### src/rtl/ufc_pkg.sv
package ufc_pkg;
    localparam int CHAR_W = 8;

    typedef logic [CHAR_W-1:0] char_t;

    typedef struct packed {
        char_t on1;
        char_t on2;
        char_t off1;
        char_t off2;
    } fc_chars_t;

    typedef enum logic {SEQ_XOFF = 1'b0, SEQ_XON = 1'b1} seq_kind_e;

    // Pick the control character for a sequence kind and byte index.
    function automatic char_t sel_char(fc_chars_t c, seq_kind_e k, logic second);
        if (k == SEQ_XON) return second ? c.on2 : c.on1;
        return second ? c.off2 : c.off1;
    endfunction
endpackage

### src/rtl/ufc_level_mon.sv
module ufc_level_mon #(
    parameter int LVL_W = 8
) (
    input  logic             clk,
    input  logic             rst,
    input  logic [LVL_W-1:0] level,
    input  logic [LVL_W-1:0] hi,
    input  logic [LVL_W-1:0] lo,
    output logic             above
);
    always_ff @(posedge clk) begin
        if (rst)              above <= 1'b0;
        else if (level >= hi) above <= 1'b1;
        else if (level <= lo) above <= 1'b0;
    end
endmodule

### src/rtl/ufc_ins_seq.sv
module ufc_ins_seq
    import ufc_pkg::*;
(
    input  logic      clk,
    input  logic      rst,
    input  logic      sw_en,
    input  logic      dual_en,
    input  logic      above,
    input  fc_chars_t chars,
    input  logic      ack,
    output logic      req,
    output char_t     req_char
);
    logic      busy, idx, off_sent;
    seq_kind_e kind;

    always_ff @(posedge clk) begin
        if (rst) begin
            busy     <= 1'b0;
            idx      <= 1'b0;
            off_sent <= 1'b0;
            kind     <= SEQ_XOFF;
        end else if (busy) begin
            if (ack) begin
                if (dual_en && !idx) begin
                    idx <= 1'b1;
                end else begin
                    busy     <= 1'b0;
                    idx      <= 1'b0;
                    off_sent <= (kind == SEQ_XOFF);
                end
            end
        end else if (sw_en && above && !off_sent) begin
            busy <= 1'b1;
            kind <= SEQ_XOFF;
        end else if (!above && off_sent) begin
            busy <= 1'b1;
            kind <= SEQ_XON;
        end
    end

    assign req      = busy;
    assign req_char = sel_char(chars, kind, idx);
endmodule

### src/rtl/ufc_rx_filter.sv
module ufc_rx_filter
    import ufc_pkg::*;
(
    input  logic      clk,
    input  logic      rst,
    input  logic      sw_en,
    input  logic      dual_en,
    input  fc_chars_t chars,
    input  logic      in_valid,
    input  char_t     in_byte,
    output logic      out_wr,
    output char_t     out_byte,
    output logic      remote_stop
);
    logic      pend_v, replay_v, paused;
    char_t     pend_b, replay_b;
    seq_kind_e pend_k;
    char_t     second;

    assign second = sel_char(chars, pend_k, 1'b1);

    always_ff @(posedge clk) begin
        if (rst) begin
            pend_v   <= 1'b0;
            pend_b   <= '0;
            pend_k   <= SEQ_XOFF;
            replay_v <= 1'b0;
            replay_b <= '0;
            paused   <= 1'b0;
            out_wr   <= 1'b0;
            out_byte <= '0;
        end else begin
            out_wr <= 1'b0;
            if (!sw_en) begin
                paused <= 1'b0;
                pend_v <= 1'b0;
            end
            if (replay_v) begin
                out_wr   <= 1'b1;
                out_byte <= replay_b;
                replay_v <= 1'b0;
            end
            if (in_valid) begin
                if (!sw_en) begin
                    out_wr   <= 1'b1;
                    out_byte <= in_byte;
                end else if (!dual_en) begin
                    if (in_byte == chars.off1)     paused <= 1'b1;
                    else if (in_byte == chars.on1) paused <= 1'b0;
                    else begin
                        out_wr   <= 1'b1;
                        out_byte <= in_byte;
                    end
                end else if (pend_v && in_byte == second) begin
                    paused <= (pend_k == SEQ_XOFF);
                    pend_v <= 1'b0;
                end else begin
                    if (pend_v) begin
                        out_wr   <= 1'b1;
                        out_byte <= pend_b;
                    end
                    if (in_byte == chars.off1 || in_byte == chars.on1) begin
                        pend_v <= 1'b1;
                        pend_b <= in_byte;
                        pend_k <= (in_byte == chars.off1) ? SEQ_XOFF : SEQ_XON;
                    end else begin
                        pend_v <= 1'b0;
                        if (pend_v) begin
                            replay_v <= 1'b1;
                            replay_b <= in_byte;
                        end else begin
                            out_wr   <= 1'b1;
                            out_byte <= in_byte;
                        end
                    end
                end
            end
        end
    end

    assign remote_stop = paused;
endmodule

### src/rtl/ufc_tx_gate.sv
module ufc_tx_gate (
    input  logic clk,
    input  logic rst,
    input  logic hw_en,
    input  logic remap_en,
    input  logic cts_n,
    input  logic dsr_n,
    input  logic remote_stop,
    input  logic busy,
    input  logic boundary,
    output logic allow
);
    logic clear_n;

    assign clear_n = remap_en ? dsr_n : cts_n;

    always_ff @(posedge clk) begin
        if (rst)                   allow <= 1'b1;
        else if (!busy || boundary) allow <= !((hw_en && clear_n) || remote_stop);
    end
endmodule

### src/rtl/ufc_flow_ctrl.sv
module ufc_flow_ctrl
    import ufc_pkg::*;
#(
    parameter int LVL_W = 8
) (
    input  logic             clk,
    input  logic             rst,
    input  logic             hw_en,
    input  logic             sw_en,
    input  logic             dual_en,
    input  logic             remap_en,
    input  logic [LVL_W-1:0] thr_hi,
    input  logic [LVL_W-1:0] thr_lo,
    input  logic [7:0]       xon1,
    input  logic [7:0]       xon2,
    input  logic [7:0]       xoff1,
    input  logic [7:0]       xoff2,
    input  logic [LVL_W-1:0] fifo_level,
    input  logic             rx_valid,
    input  logic [7:0]       rx_byte,
    output logic             fifo_wr,
    output logic [7:0]       fifo_data,
    input  logic             tx_active,
    input  logic             tx_char_done,
    output logic             tx_allow,
    output logic             ins_valid,
    output logic [7:0]       ins_char,
    input  logic             ins_ack,
    input  logic             cts_n,
    input  logic             dsr_n,
    output logic             rts_n,
    output logic             dtr_n
);
    fc_chars_t chars;
    logic      above, remote_stop, flow_n;

    assign chars = '{on1: xon1, on2: xon2, off1: xoff1, off2: xoff2};

    ufc_level_mon #(.LVL_W(LVL_W)) u_level (
        .clk(clk), .rst(rst), .level(fifo_level),
        .hi(thr_hi), .lo(thr_lo), .above(above)
    );

    ufc_rx_filter u_filter (
        .clk(clk), .rst(rst), .sw_en(sw_en), .dual_en(dual_en),
        .chars(chars), .in_valid(rx_valid), .in_byte(rx_byte),
        .out_wr(fifo_wr), .out_byte(fifo_data), .remote_stop(remote_stop)
    );

    ufc_ins_seq u_ins (
        .clk(clk), .rst(rst), .sw_en(sw_en), .dual_en(dual_en),
        .above(above), .chars(chars), .ack(ins_ack),
        .req(ins_valid), .req_char(ins_char)
    );

    ufc_tx_gate u_gate (
        .clk(clk), .rst(rst), .hw_en(hw_en), .remap_en(remap_en),
        .cts_n(cts_n), .dsr_n(dsr_n), .remote_stop(remote_stop),
        .busy(tx_active), .boundary(tx_char_done), .allow(tx_allow)
    );

    assign flow_n = hw_en && above;
    assign rts_n  = remap_en ? 1'b1 : flow_n;
    assign dtr_n  = remap_en ? flow_n : 1'b1;
endmodule

### config.mk
export PLATFORM = sky130hd
export DESIGN_NAME = ufc_flow_ctrl
export DESIGN_NICKNAME = d
export VERILOG_FILES = /design/src/rtl/ufc_pkg.sv /design/src/rtl/ufc_level_mon.sv /design/src/rtl/ufc_ins_seq.sv /design/src/rtl/ufc_rx_filter.sv /design/src/rtl/ufc_tx_gate.sv /design/src/rtl/ufc_flow_ctrl.sv
export SDC_FILE = /design/constraint.sdc
export NUM_CORES = 1
export LEC_CHECK = 0
export CAP_MARGIN = 20
export CORE_MARGIN = 2
export CORE_UTILIZATION = 68
export CTS_CLUSTER_SIZE = 8
export DETAILED_ROUTE_END_ITERATION = 8
export DONT_BUFFER_PORTS = 1
export GPL_TIMING_DRIVEN = 0
export PLACE_DENSITY = 0.81
export SLEW_MARGIN = 0
export SYNTH_ARGS = -nofsm -noshare
export SYNTH_HDL_FRONTEND = slang
export SYNTH_SLANG_ARGS = --single-unit
export TNS_END_PERCENT = 30
### constraint.sdc
create_clock -name clk -period 3.7 [get_ports clk]
set_input_delay 0.74 -clock clk [delete_from_list [all_inputs] [get_ports clk]]
set_output_delay 0.74 -clock clk [all_outputs]
set_load 0.02 [all_outputs]
# [Yosys cells after proc, flatten, opt, wreduce, memory -nomap -nowiden]
# Index checks and enable logic that the tools add are counted.
[word_totals] regBits=35 latch_bits=0 mem_bits_rw=0 mem_bits_ro=0 output_inout_bits=21 mem_count=0
[op_classes] n_addsub=0 n_mul=0 div=0 magnitude_cmp=2 eq_ne=3 shift=0 muxes=55 n_bitwise=9 n_reduce_logical=23
[ops] op="two-way mux 8 bit" count=16
[ops] op="two-way mux 1 bit" count=39
[ops] op="equality test 8 bit" count=3
[ops] op="inverter 1 bit" count=9
[ops] op="greater-or-equal comparator 8 bit" count=1
[ops] op="less-or-equal comparator 8 bit" count=1
[ops] op="logical AND 1 bit" count=7
[ops] op="AND reduction 6 bit" count=1
[ops] op="OR reduction 6 bit" count=1
[ops] op="zero test 1 bit" count=5
[ops] op="AND reduction 5 bit" count=1
[ops] op="AND reduction 2 bit" count=2
[ops] op="nonzero test 2 bit" count=2
[ops] op="logical OR 1 bit" count=3
[ops] op="AND reduction 3 bit" count=1

# [Logic depth before layout (Yosys ltp)]
# Gate-level depths: netlist of run 1.
[depth] depth_word=8 mapped_depth=9 depth_no_buf=8

# [Modules after synthesis]
# A second synthesis of run 1 with hierarchy kept.
[unflattened] cells_unflattened=302 area_unflattened_um2=2735.1
[by_module_without_submodules] module="ufc_rx_filter" instances=1 cells_per_inst=212 area_each_um2=1855.5 seq_area_each_um2=580.6
[by_module_without_submodules] module="ufc_level_mon" instances=1 cells_per_inst=52 area_each_um2=415.4 seq_area_each_um2=20.0
[by_module_without_submodules] module="ufc_ins_seq" instances=1 cells_per_inst=31 area_each_um2=391.6 seq_area_each_um2=80.1
[by_module_without_submodules] module="ufc_tx_gate" instances=1 cells_per_inst=5 area_each_um2=53.8 seq_area_each_um2=20.0
[by_module_without_submodules] module="ufc_flow_ctrl" instances=1 cells_per_inst=2 area_each_um2=18.8 seq_area_each_um2=0.0

# [Least setup slack after synthesis of run 1]
# No wires, ideal clock.
[synth_timing] path_kind="input to register" from="input port rx_byte[0]" to="register u_filter.paused (netlist: u_filter.remote_stop)" setup_ps=86 arrival_ps=2205 setup_slack_ps=1409 stages=8 n_path_buf=2 path_cell_list="buf_2 nand2b_1 mux2_1 nor4_4 buf_2 nand3_1 mux2i_1 a211oi_1"
[synth_via] elab_chain_len=6
[synth_lines] item="start, declared" line_no="ufc_flow_ctrl.sv:20" source="input logic [7:0] rx_byte,"
[synth_lines] item="equality test 8 bit (on tied branches)" line_no="ufc_rx_filter.sv:49, ufc_rx_filter.sv:54"
[synth_lines] item="two-way mux 1 bit / logical AND 1 bit (equally long branches)" line_no="ufc_rx_filter.sv:49, ufc_rx_filter.sv:54"
[synth_lines] item="two-way mux 1 bit (on tied branches)" line_no="ufc_rx_filter.sv:48, ufc_rx_filter.sv:54"
[synth_lines] item="two-way mux 1 bit (*)" line_no="ufc_rx_filter.sv:47" source="end else if (!dual_en) begin"
[synth_lines] item="two-way mux 1 bit (*)" line_no="ufc_rx_filter.sv:44" source="if (!sw_en) begin"
[synth_lines] item="two-way mux 1 bit (*)" line_no="ufc_rx_filter.sv:43" source="if (in_valid) begin"
[synth_lines] item="end signal, assigned" line_no="ufc_rx_filter.sv:55" source="paused <= (pend_k == SEQ_XOFF);"
[synth_lines] item="end, declared" line_no="ufc_rx_filter.sv:15" source="logic pend_v, replay_v, paused;"
# Every way passes the cells marked *; elsewhere a longest branch is shown, timed or not.
# A chain may end at the register's enable or synchronous reset.

# [Final worst setup path of run 1]
[layout_timing] from="input port rx_byte[0]" to="register u_filter.replay_b[5]"
[layout_via] elab_chain_len=4
[layout_lines] item="equality test 8 bit (on tied branches)" line_no="ufc_rx_filter.sv:62, ufc_rx_filter.sv:54"
[layout_lines] item="logical OR 1 bit / logical AND 1 bit (equally long branches)" line_no="ufc_rx_filter.sv:62, ufc_rx_filter.sv:54"
[layout_lines] item="inverter 1 bit (no source line)"
[layout_lines] item="AND reduction 6 bit (no source line) (*)"
[layout_lines] item="end signal, assigned" line_no="ufc_rx_filter.sv:70" source="replay_b <= in_byte;"
[layout_lines] item="end, declared" line_no="ufc_rx_filter.sv:16" source="char_t pend_b, replay_b;"
# Marked as above.

==> impl_metrics.toml, run 1 <==
[cells_and_area]
layout.core_utilization_pct = 74.4
drive_gt1_share_pct = 10.4
areaGrowthSynthToFinish_pct = 6.55
final-instance-count-excl-fill = 395
layout.nets = 436
antenna_cells_inserted = 0

[setup_path]
master_of_the_slowest_instance_on_the_critical_path = "clkbuf_1"
required_ns = 3.91
startpoint_kind_of_the_worst_setup_timing_path = "input pin"
worst_setup_path_end_kind = "register"
critical_path.max_stage_delay_ns = 0.39
cp.arrival_ns = 2.79
crit_path_cell_trace = "buf_2 -> xnor2_1 -> nand4_1 -> nor2_1 -> or2_2 -> clkbuf_2 -> clkbuf_1 -> o21ai_0 -> a21oi_1"
critical_path_class = "in2reg"
cpLargestDelayFamily = "buffers and inverters"
rrSetupSlack_ns = 1.45
cp_max_fo = 10
number_of_buffer_and_inverter_stages_on_the_critical_path = 3

[floorplanning]
i_o_pins = 97
start_util_pct = 69.8
core.rowCount = 23
placeable_area_um2 = 3940
die_h_um = 67.6
design.die.area_um2 = 4570
die_w_um = 67.6

[timing]
period_share_pct = 69.5
layout_min_cycle_time_ns = 2.57
hold_viol = 0
tightest_slew_ns = 0.935
timing.hold.ws_ns = 0.467
unrepaired_setup_endpoints_after_global_routing = "false"
final-setup-viol-count = 0
max_freq_mhz = 389
timing.clock.skew_ns = 0.00593
final.setup.tns_ns = 0
slew-limit-headroom_pct = 37.5
finalMaxSlewViolations = 0

[yosys]
synth-seq-cells = 35
synth_largest_area_cell = "dfxtp_1"
ys_seq_area_share_pct = 25.5
synth_cell_types = 40
synth_enable_flop_cells = 0
post_synth_main_area_contributors = "dfxtp_1 25%, mux2i_1 9.1%, xnor2_1 7.3%, ha_1 7.3%, mux4_2 6.5%"
postSynth.asyncResetShare_pct = 0
postSynth.topFlopCell = "dfxtp_1"
synth_cells = 337
post-synth-top-area-fraction_pct = 25.5
post_synth.cell_area_avg_um2 = 8.17
netlist_area_before_placement_um2 = 2750
syn_nets = 429
synthesis.yosys.warnings = 0

[power_and_ir_drop]
leakage_uw = 0.00107
ir_worst_vdd_mv = 0.307
power.density_cell_area_nw_per_um2 = 328
fin_total_pwr_uw = 962

[clock_tree]
cts-buffers-inserted = 5
max-clock-path-buffers = 2
h-tree-depth = 2
clock_tree_from_tritoncts = "yes"
source_to_sink_clock_delay_at_the_later_pin_of_the_worst_skew_pair_ns = 0.29
cts.sinks = 35
ctsRootBufferMaster = "clkbuf_8"
hold_buffers = 0
postCtsSetupRepairBufs = 0
cts.clk_slew.worst_paths_ns = 0.07
postCtsResizedCells = 0

[routing]
num_vias = 2653
detail_route.first_pass.iterations = 6
ant_nets = 0
routed_wire_length_per_instance_um = 18.8
via_per_inst = 6.72
drt_iter0_markers = 229
drc = 0
totalWireLength_um = 7410

[global_routing]
leftover_overflow_at_the_end_of_global_routing = 0
grt_use_total_pct = 34.0
grt_antenna_before_repair = 0
first_global_vias = 2629
grt_pass1_wl_um = 11700
grt_start_max_net_pins = 12

[placement]
routabilityCongestion = 0.943
place_hpwl_um = 5600
placed_cells_incl_taps = 387
port_buffers = 0

[run_status]
status = "finished clean"

[run]
maxCapViolCount = 0

[worst_hold_path]
class_of_the_tightest_hold_or_removal_check = "reg2reg"
[synth_stat cells, types with 3 or more instances]
master / instances
nand3_1: 22
nor2_1: 25
o22ai_1: 3
mux2i_1: 25
mux4_2: 8
inv_1: 20
nand2b_1: 4
dfxtp_1: 35
a21oi_1: 18
buf_2: 11
nand2_1: 31
a32oi_1: 8
nor3_1: 12
ha_1: 16
xnor2_1: 23
clkbuf_1: 14
nand4_1: 12
a21o_1: 3
a31oi_1: 10
o21ai_0: 11
[per-stage QoR]
| stage | worst slack [ns] | instance area [um^2] |
|---|---|---|
| floorplan | 1.41 | 2750 |
| global placement | 0.979 | 2820 |
| detailed placement | 0.921 | 2820 |
| CTS | 1.18 | 2930 |
| global route | 0.955 | 2930 |
| finish | 1.13 | 2930 |
[path summary, 6_finish.rpt]
check                                       start                                end  cells after the start
setup / recovery                       rx_byte[0]  u_filter.replay_b[5]$_SDFFE_PP0P_                      9
hold / removal    u_filter.pend_b[1]$_SDFFE_PP0P_    u_filter.pend_b[1]$_SDFFE_PP0P_                      2
setup reg to reg     u_filter.pend_k$_SDFFE_PP0P_    u_filter.out_byte[7]$_SDFF_PP0_                      8
hold reg to reg   u_filter.pend_b[1]$_SDFFE_PP0P_    u_filter.pend_b[1]$_SDFFE_PP0P_                      2
[worst min-delay path: stages, from the launching register on]
cell and delay (ns):
dfxtp_1 0.32, nand2_1 0.05, mux2i_1 0.05
[layer usage]
layer  vias to the layer above  part of all wire, %  GRT usage [%]  wire length [um]
met3                        41                  8.8           5.67               649
met2                       168                   47           58.0              3510
met5                         -                    0              0                 0
met1                      1218                   40           41.8              2960
met4                         0                  4.0           14.8               298
li1                       1226                    -              -                 -
[kinds of logic (layout without fill, tap and decap cells)]
kind of cell | after synthesis | in the layout | share of synthesized area, %
flops | 35 | 35 | 25.5
compound gates | 65 | 65 | 15.5
simple gates | 114 | 114 | 20.4
fa+ha+maj | 16 | 16 | 7.27
xor+xnor | 23 | 23 | 7.32
buf+inv | 49 | 57 | 7.64
mux | 35 | 35 | 16.5
[report_power, final]
part	internal, uW	switching, uW
sequential	389	22.7
combinational	77.3	114
clock	218	140
[registers in the layout, indices dropped and copies added (netlist names)]
register	cells
u_filter.out_byte	8
u_filter.pend_b	8
u_filter.replay_b	8
u_filter.out_wr	1
u_filter.pend_k	1
u_filter.pend_v	1
u_filter.remote_stop	1
u_filter.replay_v	1
u_gate.allow	1
u_ins.idx	1
u_ins.kind	1
u_ins.off_sent	1
u_ins.req	1
u_level.above	1
[placed cells by master, fill, tap and decap left out, types with 10 or more instances in the layout]
cell,instances
a21oi_1,18
buf_2,11
a31oi_1,10
inv_1,20
o21ai_0,11
ha_1,16
mux2i_1,25
nor2_1,25
clkbuf_1,14
nand2_1,31
dfxtp_1,35
nand4_1,12
xnor2_1,23
nand3_1,22
nor3_1,12
[area by class of cell]
type	instances	area (um^2)
multi-input cells	253	1840
fillers	299	1010
flip-flops and latches	35	701
plain buffers	29	135
clock buffers	6	82.6
inverters	20	75.1
well taps	50	62.6
clock inverters	2	35.0
Power figures use the tool's default switching activity.
==> inputs of run 2 (changes only) <==
--- a/config.mk
+++ b/config.mk
@@ -7,12 +7,12 @@
 export LEC_CHECK = 0
 export CAP_MARGIN = 20
 export CORE_MARGIN = 2
-export CORE_UTILIZATION = 68
+export CORE_UTILIZATION = 64
 export CTS_CLUSTER_SIZE = 8
 export DETAILED_ROUTE_END_ITERATION = 8
 export DONT_BUFFER_PORTS = 1
 export GPL_TIMING_DRIVEN = 0
-export PLACE_DENSITY = 0.81
+export PLACE_DENSITY = 0.77
 export SLEW_MARGIN = 0
 export SYNTH_ARGS = -nofsm -noshare
 export SYNTH_HDL_FRONTEND = slang
==> constraint.sdc (replaced) <==
create_clock -name clk -period 2.54 [get_ports clk]
set_input_delay 0.508 -clock clk [delete_from_list [all_inputs] [get_ports clk]]
set_output_delay 0.508 -clock clk [all_outputs]
set_load 0.02 [all_outputs]
==> run 2 against run 1 <==
  * Register-to-register slack lost 1.2 ns
  * Non-clock buffer count is the same
  * Final area shrank 1.0%
  * Sequential power grew 46%
  * Clock-buffer cell count is the same
  * Utilization shrank 2.9 points
  * Sequential share of layout area grew 0.25 points
  * Flip-flop and latch count is the same
  * Routed wire length shrank 3.4%
  * Critical path type is now reg2reg
==> impl_metrics.toml, run 2 (synthesized netlist as in run 1, its figures left out) <==
[setup_path]
startpoint_kind_of_the_worst_setup_timing_path = "register"
regToRegEndpoint = "u_filter.out_byte[6]$_SDFF_PP0_"
critical_path_class = "reg2reg"
rrSetupSlack_ns = 0.26
required_ns = 2.71
worst_setup_path_end_kind = "register"
r2r-start = "u_filter.pend_k$_SDFFE_PP0P_"
r2r.worst_path.cells = 8
cp.arrival_ns = 2.45
cp_max_fo = 10

[floorplanning]
die_w_um = 69.6
placeable_area_um2 = 4060
start_util_pct = 67.8
core.rowCount = 23
design.die.area_um2 = 4840
i_o_pins = 97
die_h_um = 69.6

[routing]
routed_wire_length_per_instance_um = 18.2
totalWireLength_um = 7160
drt_iter0_markers = 213
ant_nets = 0
drc = 0
detail_route.first_pass.iterations = 5
via_per_inst = 6.51
num_vias = 2565

[cells_and_area]
multi_input_gate_area_in_the_final_layout_um2 = 1840
drive_gt1_share_pct = 10.2
seq_area_um2 = 701
layout.nets = 436
fillerInstances = 326
top_library_cells_by_usage_in_the_layout_fill_and_taps_aside = "35 x dfxtp_1, 31 x nand2_1, 25 x nor2_1, 25 x mux2i_1, 23 x xnor2_1"
reg.largest.list = "u_filter.out_byte (8), u_filter.pend_b (8), u_filter.replay_b (8)"
layout.core_utilization_pct = 71.5
final-instance-count-excl-fill = 394
antenna_cells_inserted = 0
areaGrowthSynthToFinish_pct = 5.45
most_frequent_standard_cell_in_the_layout_excluding_fill_and_tap_cells = "dfxtp_1"

[clock_tree]
max-clock-path-buffers = 2
cts.clk_slew.worst_paths_ns = 0.07
hold_buffers = 0
source_to_sink_clock_delay_at_the_later_pin_of_the_worst_skew_pair_ns = 0.28
clock_tree_from_tritoncts = "yes"
postCtsSetupRepairBufs = 0
ctsRootBufferMaster = "clkbuf_8"
h-tree-depth = 2
cts.sinks = 35
cts-buffers-inserted = 5
postCtsResizedCells = 0

[worst_hold_path]
class_of_the_tightest_hold_or_removal_check = "in2reg"
hold_path_depth = 2
min_from = "ins_ack"
timing.hold.worst_endpoint = "u_ins.idx$_SDFFE_PP0P_"

[global_routing]
grt_pass1_wl_um = 11800
first_global_vias = 2437
leftover_overflow_at_the_end_of_global_routing = 0
grt_antenna_before_repair = 0
grt_start_max_net_pins = 11
grt_use_total_pct = 30.5

[power_and_ir_drop]
switching_power_uw = 381
intPower_uw = 893
comb_power_share_pct = 21.6
seq_power_share_pct = 47.2
ir_worst_vdd_mv = 0.314
leakage_uw = 0.00105
power.density_cell_area_nw_per_um2 = 439
p_clk_share_pct = 31.3
swShare_pct = 29.9

[timing]
period_share_pct = 89.8
tightest_slew_ns = 0.881
max_freq_mhz = 438
layout_min_cycle_time_ns = 2.28
unrepaired_setup_endpoints_after_global_routing = "false"
slew-limit-headroom_pct = 41.1
final.setup.tns_ns = 0
final-setup-viol-count = 0
timing.clock.skew_ns = 0.0110
hold_viol = 0
finalMaxSlewViolations = 0

[run_status]
status = "finished clean"

[placement]
place_hpwl_um = 5380
placed_cells_incl_taps = 387
port_buffers = 0
routabilityCongestion = 0.875

[run]
maxCapViolCount = 0
-- run 2: worst max path at each step --
| stage | startpoint | end | slack [ns] | cells past startpoint |
|---|---|---|---|---|
| final | u_filter.pend_k$_SDFFE_PP0P_ | u_filter.out_byte[6]$_SDFF_PP0_ | 0.26 | 8 |
| after global routing | u_filter.pend_k$_SDFFE_PP0P_ | u_filter.out_byte[6]$_SDFF_PP0_ | 0.06 | 8 |
| after CTS | u_ins.idx$_SDFFE_PP0P_ | ins_char[0] | 0.25 | 2 |
| after detailed placement | rx_byte[1] | u_filter.replay_b[5]$_SDFFE_PP0P_ | 0.04 | 9 |
| after global placement | rx_byte[1] | u_filter.replay_b[5]$_SDFFE_PP0P_ | 0.06 | 9 |
| after floorplan | rx_byte[0] | u_filter.remote_stop$_SDFF_PP0_ | 0.48 | 8 |
-- run 2: metal layers --
| metal | track usage [%] | up-vias | wire (um) |
|---|---|---|---|
| li1 | - | 1224 | - |
| met1 | 42.1 | 1192 | 3060 |
| met2 | 46.0 | 137 | 3340 |
| met3 | 7.70 | 12 | 621 |
| met4 | 11.1 | 0 | 139 |
| met5 | 0 | - | 0 |
-- run 2: stage by stage --
step           hold WS (ns)  power [uW]  area, um^2  setup WS (ns)
4_1_cts               0.381        1280        2900          0.245
6_report              0.382        1270        2900          0.259
3_3_place_gp          0.445         877        2820         0.0648
2_1_floorplan         0.435         832        2750          0.481
5_1_grt               0.364        1350        2900         0.0646
3_5_place_dp          0.460         883        2820         0.0431
-- run 2: area by class of cell --
type	instances	area share, %
multi-input combinational	253	63.4
sequential	35	24.1
buffer	29	4.66
clock buffer	6	2.84
inverter	20	2.59
tap	50	2.16
clock inverter	1	0.172
-- run 2: worst max-delay path: stages, from the launching register on --
cell and delay [ns]:
dfxtp_1 0.33, buf_6 0.17, mux2i_1 0.21, mux2_1 0.37
nor4_4 0.24, a211oi_2 0.20, buf_2 0.24, a32oi_1 0.29
nand3_1 0.10
-- run 2: power groups by stage --
stage / clock (uW) / combinational [uW] / sequential [uW]
floorplan: 0 / 223 / 608
global placement: 0 / 264 / 613
detailed placement: 0 / 270 / 613
CTS: 403 / 272 / 601
global route: 439 / 305 / 602
finish: 398 / 275 / 601
==> inputs of run 3 (changes only) <==
--- a/config.mk
+++ b/config.mk
@@ -6,13 +6,14 @@
 export NUM_CORES = 1
 export LEC_CHECK = 0
 export CAP_MARGIN = 20
+export CORE_ASPECT_RATIO = 0.7
 export CORE_MARGIN = 2
-export CORE_UTILIZATION = 64
+export CORE_UTILIZATION = 58
 export CTS_CLUSTER_SIZE = 8
 export DETAILED_ROUTE_END_ITERATION = 8
 export DONT_BUFFER_PORTS = 1
 export GPL_TIMING_DRIVEN = 0
-export PLACE_DENSITY = 0.77
+export PLACE_DENSITY = 0.73
 export SLEW_MARGIN = 0
 export SYNTH_ARGS = -nofsm -noshare
 export SYNTH_HDL_FRONTEND = slang
==> constraint.sdc (replaced) <==
create_clock -name clk -period 2 [get_ports clk]
set_input_delay 0.4 -clock clk [delete_from_list [all_inputs] [get_ports clk]]
set_output_delay 0.4 -clock clk [all_outputs]
set_load 0.02 [all_outputs]
==> run 3 against run 2 <==
  * The flow now finishes with violations (setup timing)
  * Clock-buffer cell count is the same
  * Non-clock buffer count increased by 14
  * Hold slack got worse by 0.11 ns
  * Largest cell class unchanged
  * Die area grew 9.9%
  * Utilization grew 2.2 points
  * Global-route usage up 0.38 points
  * Critical path type unchanged
  * Largest power group unchanged
  * Fmax grew 8.2%
  * Cell count rose by 5.1%
  * Flip-flop and latch count did not move
  * Clock skew is 0.0020 ns lower
  * Clock power rose by 26%
  * Total power grew 30%
==> impl_metrics.toml, run 3 (synthesized netlist as in run 1, its figures left out) <==
[run_status]
status = "complete, but fails checks"
violations = "setup timing"

[power_and_ir_drop]
leakage_uw = 0.00122
power.density_cell_area_nw_per_um2 = 506
comb_power_share_pct = 23.7
switching_power_uw = 536
swShare_pct = 32.2
p_clk_share_pct = 30.1
intPower_uw = 1130
seq_power_share_pct = 46.1
ir_worst_vdd_mv = 0.501

[setup_path]
cp.arrival_ns = 2.25
required_ns = 2.15
crit_path_cell_trace = "buf_6 -> buf_6 -> mux2i_4 -> xnor2_2 -> nor4_4 -> buf_6 -> a211oi_4 -> buf_6 -> a32oi_2 -> nand3_1"
critical_path.max_stage_delay_ns = 0.33
cpLargestDelayFamily = "buffers and inverters"
critical_path_class = "reg2reg"
number_of_buffer_and_inverter_stages_on_the_critical_path = 4
master_of_the_slowest_instance_on_the_critical_path = "dfxtp_2"
worst_setup_path_end_kind = "register"
path_common_cell = "buf_6"
startpoint_kind_of_the_worst_setup_timing_path = "register"
cp_max_fo = 6

[floorplanning]
i_o_pins = 97
design.die.area_um2 = 5320
start_util_pct = 61.8
placeable_area_um2 = 4450
core.rowCount = 20
die_h_um = 61.6
die_w_um = 86.3

[routing]
ant_nets = 0
routed_wire_length_per_instance_um = 20.3
totalWireLength_um = 8420
drc = 0
via_per_inst = 6.75
drt_iter0_markers = 351
detail_route.first_pass.iterations = 7
num_vias = 2794

[timing]
hold_viol = 0
period_share_pct = 105
timing.hold.ws_ns = 0.268
timing.clock.skew_ns = 0.00893
max_freq_mhz = 475
final-setup-viol-count = 27
post-route-worst-setup-slack_ns = -0.107
layout_min_cycle_time_ns = 2.11
slew-limit-headroom_pct = 50.1
unrepaired_setup_endpoints_after_global_routing = "true"
finalMaxSlewViolations = 0
tightest_slew_ns = 0.746

[clock_tree]
cts.sinks = 35
source_to_sink_clock_delay_at_the_later_pin_of_the_worst_skew_pair_ns = 0.28
cts-buffers-inserted = 5
clock_tree_from_tritoncts = "yes"
ctsRootBufferMaster = "clkbuf_8"
max-clock-path-buffers = 2
cts.clk_slew.worst_paths_ns = 0.07
h-tree-depth = 2

[global_routing]
grt_pass1_wl_um = 12600
leftover_overflow_at_the_end_of_global_routing = 0
first_global_vias = 2499
grt_start_max_net_pins = 12
grt_use_total_pct = 30.8
grt_antenna_before_repair = 0

[placement]
pre_cts_slack_ns = -0.500
dpl-instance-area_um2 = 2820
routabilityCongestion = 0.892
placed_cells_incl_taps = 392
place_hpwl_um = 5800
port_buffers = 0

[cells_and_area]
top_library_cells_by_usage_in_the_layout_fill_and_taps_aside = "33 x dfxtp_1, 30 x nand2_1, 23 x nor2_1"
drive_gt1_share_pct = 23.4
most_frequent_standard_cell_in_the_layout_excluding_fill_and_tap_cells = "dfxtp_1"
multi_input_gate_area_in_the_final_layout_um2 = 2050
seq_area_um2 = 703
reg.largest.list = "u_filter.out_byte (8), u_filter.pend_b (8), u_filter.replay_b (8)"
final-instance-count-excl-fill = 414
post-route-cell-area_um2 = 3280
antenna_cells_inserted = 0
layout.nets = 450
fillerInstances = 334
layout.core_utilization_pct = 73.7
areaGrowthSynthToFinish_pct = 19.3

[worst_hold_path]
class_of_the_tightest_hold_or_removal_check = "in2reg"

[run]
maxCapViolCount = 0
## run 3: final cells by class
| cell class | count | area share [%] |
|---|---|---|
| inverters | 20 | 2.29 |
| clock buffers | 6 | 2.21 |
| multi-input cells | 253 | 62.5 |
| plain buffers | 27 | 4.61 |
| repair buffers | 16 | 4.50 |
| clock inverters | 2 | 0.381 |
| flip-flops and latches | 35 | 21.4 |
| well taps | 55 | 2.10 |
## run 3: worst reg2reg max path, delay by kind of cell, from the launching register on
kind / cells / cell delay (ns)
AO/OA/AOI/OAI: 2 / 0.30
multiplexers: 1 / 0.23
buffers and inverters: 4 / 0.57
flip-flops: 1 / 0.33
AND/OR/NAND/NOR: 2 / 0.44
XOR/XNOR: 1 / 0.10
## run 3: through the flow
| step | total power [uW] | TNS, ns |
|---|---|---|
| 4_1_cts | 1630 | -0.458 |
| 3_3_place_gp | 1120 | -7.79 |
| 2_1_floorplan | 1060 | 0 |
| 5_1_grt | 1730 | -2.99 |
| 6_report | 1660 | -1.26 |
| 3_5_place_dp | 1130 | -8.58 |
## run 3: path summary, 6_finish.rpt
kind / slack (ns) / cells past startpoint / end / start
max reg2reg: -0.11 / 10 / u_filter.out_byte[1]$_SDFF_PP0_ / u_filter.pend_k$_SDFFE_PP0P_
min reg2reg: 0.48 / 2 / u_filter.replay_b[0]$_SDFFE_PP0P_ / u_filter.replay_b[0]$_SDFFE_PP0P_
max: -0.11 / 10 / u_filter.out_byte[1]$_SDFF_PP0_ / u_filter.pend_k$_SDFFE_PP0P_
min: 0.27 / 2 / u_ins.idx$_SDFFE_PP0P_ / ins_ack
## run 3: power groups by stage
stage | Clock, uW | Sequential [uW] | Combinational (uW)
6_report | 501 | 766 | 395
5_1_grt | 529 | 769 | 429
3_3_place_gp | 0 | 778 | 341
4_1_cts | 503 | 766 | 363
2_1_floorplan | 0 | 773 | 283
3_5_place_dp | 0 | 779 | 347
## run 3: metal layers
layer	global-route usage, %	wire (um)	vias to the layer above
li1	-	-	1259
met1	45.0	3680	1307
met2	47.3	3550	201
met3	8.45	1000	27
met4	3.79	189	0
met5	0	0	-
## run 3: what timing repair did
item	4_1_cts	5_1_grt
resized for setup	30	36
hold buffers	0	0
buffers inserted	13	1
endpoints found under the setup margin	36	29
cloned	0	1
pin swaps	12	20
